`src/rtl/hfd_pkg.sv`:
```
package hfd_pkg;

  typedef enum logic [2:0] {
    ST_IDLE = 3'd0,
    ST_UPD  = 3'd1,
    ST_FLAG = 3'd2,
    ST_DATA = 3'd3,
    ST_CAPT = 3'd4
  } hfd_state_e;

  // width that holds values 0..n-1, never below one bit
  function automatic int idx_width(input int n);
    return (n < 2) ? 1 : $clog2(n);
  endfunction

  // cycles per block
  function automatic int seg_len(input int m, input int b);
    return m / b;
  endfunction

  // larger of two counts
  function automatic int max2(input int a, input int b);
    return (a > b) ? a : b;
  endfunction

endpackage

```
`src/rtl/hfd_lfsr.sv`:
```
module hfd_lfsr #(
  parameter int          L    = 16,
  parameter logic [L-1:0] TAPS = 16'hB400
) (
  input  logic         clk,
  input  logic         rst,
  input  logic         load,
  input  logic [L-1:0] seed,
  input  logic         adv,
  output logic         out_bit
);
  logic [L-1:0] q;
  logic         fb;

  assign fb      = ^(q & TAPS);
  assign out_bit = q[0];

  always_ff @(posedge clk) begin
    if (rst)       q <= '0;
    else if (load) q <= seed;
    else if (adv)  q <= {fb, q[L-1:1]};
  end
endmodule

```
`src/rtl/hfd_ctrl.sv`:
```
module hfd_ctrl
  import hfd_pkg::*;
#(
  parameter int M = 32,
  parameter int B = 4
) (
  input  logic clk,
  input  logic rst,
  input  logic start,
  input  logic upd_bit,
  output logic in_idle,
  output logic in_upd,
  output logic in_flag,
  output logic in_data,
  output logic in_capt,
  output logic seg_first,
  output logic seg_end
);
  localparam int SEG = seg_len(M, B);
  localparam int CW  = idx_width(max2(M, B));
  localparam int SW  = idx_width(SEG);

  hfd_state_e    st;
  logic [CW-1:0] cnt;
  logic [SW-1:0] seg;
  logic          seg_last;

  assign in_idle   = (st == ST_IDLE);
  assign in_upd    = (st == ST_UPD);
  assign in_flag   = (st == ST_FLAG);
  assign in_data   = (st == ST_DATA);
  assign in_capt   = (st == ST_CAPT);
  assign seg_last  = (seg == SW'(SEG - 1));
  assign seg_first = in_data && (seg == '0);
  assign seg_end   = in_data && seg_last;

  always_ff @(posedge clk) begin
    if (rst) begin
      st  <= ST_IDLE;
      cnt <= '0;
      seg <= '0;
    end else begin
      case (st)
        ST_IDLE: if (start) st <= ST_UPD;
        ST_UPD: begin
          cnt <= '0;
          seg <= '0;
          st  <= upd_bit ? ST_FLAG : ST_DATA;
        end
        ST_FLAG: begin
          if (cnt == CW'(B - 1)) begin
            cnt <= '0;
            st  <= ST_DATA;
          end else begin
            cnt <= cnt + 1'b1;
          end
        end
        ST_DATA: begin
          seg <= seg_last ? '0 : seg + 1'b1;
          if (cnt == CW'(M - 1)) begin
            cnt <= '0;
            st  <= ST_CAPT;
          end else begin
            cnt <= cnt + 1'b1;
          end
        end
        default: st <= ST_IDLE;
      endcase
    end
  end
endmodule

```
`src/rtl/hfd_holdreg.sv`:
```
module hfd_holdreg #(
  parameter int B = 4
) (
  input  logic         clk,
  input  logic         rst,
  input  logic         bit_in,
  input  logic         upd_take,
  input  logic         flag_shift,
  input  logic         seg_first,
  input  logic         seg_end,
  output logic         upd_q,
  output logic [B-1:0] hold_q,
  output logic         scan_bit
);
  logic sign_q;

  assign scan_bit = (hold_q[0] || seg_first) ? bit_in : sign_q;

  always_ff @(posedge clk) begin
    if (rst) begin
      upd_q  <= 1'b0;
      sign_q <= 1'b0;
    end else begin
      if (upd_take)  upd_q  <= bit_in;
      if (seg_first) sign_q <= bit_in;
    end
  end

  generate
    if (B == 1) begin : g_single
      always_ff @(posedge clk) begin
        if (rst)             hold_q <= 1'b1;
        else if (flag_shift) hold_q <= bit_in;
      end
    end else begin : g_multi
      always_ff @(posedge clk) begin
        if (rst)             hold_q <= '1;
        else if (flag_shift) hold_q <= {bit_in, hold_q[B-1:1]};
        else if (seg_end)    hold_q <= {hold_q[0], hold_q[B-1:1]};
      end
    end
  endgenerate
endmodule

```
`src/rtl/hfd_top.sv`:
```
module hfd_top #(
  parameter int           L    = 16,
  parameter logic [L-1:0] TAPS = 16'hB400,
  parameter int           M    = 32,
  parameter int           B    = 4
) (
  input  logic         clk,
  input  logic         rst,
  input  logic [L-1:0] seed_i,
  input  logic         seed_load_i,
  input  logic         start_i,
  output logic         scan_in_o,
  output logic         scan_en_o,
  output logic         capture_o
);
  logic         lfsr_bit;
  logic         in_idle, in_upd, in_flag, in_data, in_capt;
  logic         seg_first, seg_end;
  logic         upd_q;
  logic [B-1:0] hold_q;
  logic         hold_mid;
  logic         lfsr_adv;

  initial begin
    if (M % B != 0) $error("M must be a multiple of B");
  end

  assign lfsr_adv = in_upd || in_flag || in_data;
  // a held block after its first cycle: output must not move
  assign hold_mid = in_data && !hold_q[0] && !seg_first;

  hfd_lfsr #(.L(L), .TAPS(TAPS)) u_lfsr (
    .clk(clk), .rst(rst),
    .load(seed_load_i && in_idle), .seed(seed_i),
    .adv(lfsr_adv), .out_bit(lfsr_bit)
  );

  hfd_ctrl #(.M(M), .B(B)) u_ctrl (
    .clk(clk), .rst(rst), .start(start_i), .upd_bit(lfsr_bit),
    .in_idle(in_idle), .in_upd(in_upd), .in_flag(in_flag),
    .in_data(in_data), .in_capt(in_capt),
    .seg_first(seg_first), .seg_end(seg_end)
  );

  hfd_holdreg #(.B(B)) u_hold (
    .clk(clk), .rst(rst), .bit_in(lfsr_bit),
    .upd_take(in_upd), .flag_shift(in_flag),
    .seg_first(seg_first), .seg_end(seg_end),
    .upd_q(upd_q), .hold_q(hold_q), .scan_bit(scan_in_o)
  );

  assign scan_en_o = in_data;
  assign capture_o = in_capt;
endmodule

```
`config.mk`:
```
export PLATFORM = sky130hd
export DESIGN_NAME = hfd_top
export DESIGN_NICKNAME = d
export VERILOG_FILES = /design/src/rtl/hfd_pkg.sv /design/src/rtl/hfd_lfsr.sv /design/src/rtl/hfd_ctrl.sv /design/src/rtl/hfd_holdreg.sv /design/src/rtl/hfd_top.sv
export SDC_FILE = /design/constraint.sdc
export NUM_CORES = 1
export LEC_CHECK = 0
export BUFFER_PORTS_ARGS = -buffer_cell sky130_fd_sc_hd__buf_2
export CAP_MARGIN = 20
export CORE_ASPECT_RATIO = 0.5
export CORE_MARGIN = 4
export CORE_UTILIZATION = 39
export DETAILED_ROUTE_END_ITERATION = 8
export GPL_ROUTABILITY_DRIVEN = 0
export HOLD_SLACK_MARGIN = 0.03
export PLACE_DENSITY = 0.66
export SYNTH_ARGS = -nofsm -noshare
export SYNTH_HDL_FRONTEND = slang
export SYNTH_SLANG_ARGS = --single-unit
```
`constraint.sdc`:
```
create_clock -name clk -period 2 [get_ports clk]
set_input_delay 0 -clock clk [delete_from_list [all_inputs] [get_ports clk]]
set_output_delay 0 -clock clk [all_outputs]
set_load 0.01 [all_outputs]
```
==> qor.txt <==
Status: finished, final reports clean
Clk_lat worst skew: 0.28 ns
Initial detailed-routing violation count: 39
Area post-placement: 0.00175 mm²
Dpl hpwl: 2140 µm
Clock power frac: 30.5%
Hold depth: 4
Critical Path Sink Type: primary output
Setup TNS: 0 ns
Number of flops mapped to enable cells by yosys: 0
PD cells: 839 mW/mm²
Switching Share: 30.4%
Yosys cell types: 42
Hold Path Class: in -> reg
DR WL/cell: 12.7 µm
Arrival @ worst endpoint: 1.83 ns
Synth top area cells: dfxtp_1 (40%), a22oi_2 (7.8%), a21oi_2 (6.0%), nand2_1 (4.4%), ha_1 (3.9%)
Share of the synthesized area in the top cell type: 39.8%
Commonest cells post-synth: dfxtp_1 (32), nand2_1 (19), a21oi_2 (11), a21oi_1 (10), a22oi_2 (10)
CTS root buf: clkbuf_8
CP max FO: 12
First-pass GRT wire length: 5670 µm
Via count: 1305
Design Area, Final: 0.00199 mm²
# H-tree levels: 2
Seq/Total Area, Yosys: 39.8%
Vias per cell: 5.06
Die height: 53.4 µm
CORE AREA: 0.00394 mm²
YS warnings: 0
Largest net degree at the start of global routing: 21
Hold buffers post-CTS: 15
Initial Util: 40.8%
Vias in the first global route: 1309
Total track usage: 13.7%
Seq pwr share: 45.8%
GRT overflow: 0
Clock slew at reported path FFs: 0.06 ns
Slew HR: 58.1%
Fin. Hold Viols: 0
CP required: 2.00 ns
Ant diodes: 0
Initial antenna violation count: 0
Sink Count: 32
Post-placement cell count: 235
Met3 WL post-DR: 118 µm
CP Launch Type: flop
Area leader, netlist: dfxtp_1
Fin crit share: 91.6%
Min Tclk post-route: 1.83 ns
Wire length on met2: 1590 µm
Clock skew: 0.00212 ns
Max frequency: 546 MHz
Mapped cell area: 0.00161 mm²
Area delta synth->final: 23.9%
Combinational power share: 23.7%
Setup ws final: 0.169 ns
Non-Filler Instances: 258
Port bufs: 22
Post-CTS Setup Inserts: 0
Async SR Flop Fraction: 0%
R2r worst-path depth: 5
Cts bufs inserted: 5
Drt drc: 0
Setup Viol. Count Final: 0
Max-cap check violation count: 0
RSZ-0062 raised after global routing: no
Psw: 0.000507 W
Layout cells sized above 1: 29.9%
#FFs+latches synth: 32
Most frequent cell after synthesis: dfxtp_1
Nets: 228
Power Internal: 0.00116 W
TritonCTS clock tree: built
WP buf/inv: 1
Mapped Nets: 189
Detail Route Antenna Nets: 0
IO Pins: 23
WP depth: 5
Worst-path cell chain: nand2b_4 -> nor3_2 -> nor2_1 -> mux2_1 -> buf_2
Worst path slowest cell: dfxtp_1
Max VDD drop: 273 µV
Cell count after synthesis: 164
Ys flop type: dfxtp_1
Pre-CTS setup slack: 0.344 ns
Max incr delay on CP: 0.64 ns
Top layer reached by signal wires: met4
Total wire length: 3280 µm
Worst path top cell family by delay: flip-flops
WS Path Type: reg -> out
Met1 WL: 1500 µm
Pre-antenna DRT Iters: 4
Die area: 0.00528 mm²
Max-slew violations: 0
Post-layout util: 50.5%
Post-CTS resize count: 0
Measured slew at the worst slew-check pin: 0.626 ns
Leak: 0.760 nW
Row count: 16
Clock buffer depth: 2
Avg Cell Area, Syn: 9.80 µm²
Die width: 98.8 µm
[registers in the layout, indices dropped and copies added, names as in the netlist]
| signal | count |
|---|---|
| u_hold.hold_q | 4 |
| u_ctrl.seg | 3 |
| u_lfsr.q | 16 |
| u_ctrl.st | 3 |
| u_ctrl.cnt | 5 |
| u_hold.sign_q | 1 |
[kinds of logic (layout without fill, tap and decap cells)]
family                     Yosys count  after routing  share of synthesized area [%]
buffers and inverters               16             56                           5.84
AOI/OAI and AO/OA                   54             54                           28.7
xor gates and xnor gates             4              4                           2.18
DFF                                 32             32                           39.8
muxes                                2              2                           1.32
and+or+nand+nor                     51             51                           18.2
adders and majority gates            5              5                           3.89
[layout make-up]
class,instances,area [µm²]
clock buffers,8,90.1
fillers,346,1950
inverters,6,22.5
multi-input cells,116,873
flip-flops and latches,32,641
well taps,54,67.6
repair buffers,42,298
[power by group through the flow]
stage | clock network (W) | logic [W] | registers [W]
2_1_floorplan | 0 | 0.000333 | 0.000749
3_3_place_gp | 0 | 0.000365 | 0.000775
3_5_place_dp | 0 | 0.000374 | 0.000779
4_1_cts | 0.000525 | 0.000398 | 0.000764
5_1_grt | 0.000543 | 0.000442 | 0.000775
6_report | 0.000510 | 0.000396 | 0.000765
[worst min-delay path: stages]
cell and delay, ns:
buf_2 0.08, inv_1 0.03, a21oi_1 0.10, and3_1 0.15
[placed cells by master, fill, tap and decap left out, types with 2 or more instances in the layout]
cell	Yosys	layout
dfxtp_1	32	32
buf_2	0	22
nand2_1	19	19
dlygate4sd3_1	0	15
a21oi_2	11	11
a22oi_2	10	10
a21oi_1	10	10
nor2_1	9	9
a22oi_1	8	8
inv_1	6	6
clkbuf_8	0	6
ha_1	5	5
buf_4	3	5
nor2b_1	4	4
a211o_1	4	4
nand3_1	3	3
xnor2_1	3	3
and3_1	2	2
nor3b_1	2	2
o21bai_1	2	2
o21ai_0	2	2
clkbuf_1	4	2
[path summary, 6_finish.rpt]
path	start	endpoint	slack, ns
worst min-delay path	seed_i[15]	u_lfsr.q[15]$_SDFFE_PP0P_	0.11
worst max-delay path	u_ctrl.st[1]$_SDFFE_PP0P_	scan_in_o	0.17
worst max register to register	u_ctrl.cnt[0]$_SDFFE_PP0P_	u_ctrl.cnt[4]$_SDFFE_PP0P_	0.33
worst min register to register	u_lfsr.q[2]$_SDFFE_PP0P_	u_lfsr.q[2]$_SDFFE_PP0P_	0.46
[metal layers]
metal / global-route usage (%) / vias up
met1: 16.0 / 605
met3: 3.82 / 10
met5: 0 / -
li1: - / 669
met4: 6.58 / 0
met2: 23.6 / 21
[through the flow]
stage	power [W]	hold slack (ns)
6_report	0.00167	0.114
3_5_place_dp	0.00115	0.274
3_3_place_gp	0.00114	0.270
5_1_grt	0.00176	0.141
2_1_floorplan	0.00108	0.0944
4_1_cts	0.00169	0.116
Power figures use the tool's default switching activity.
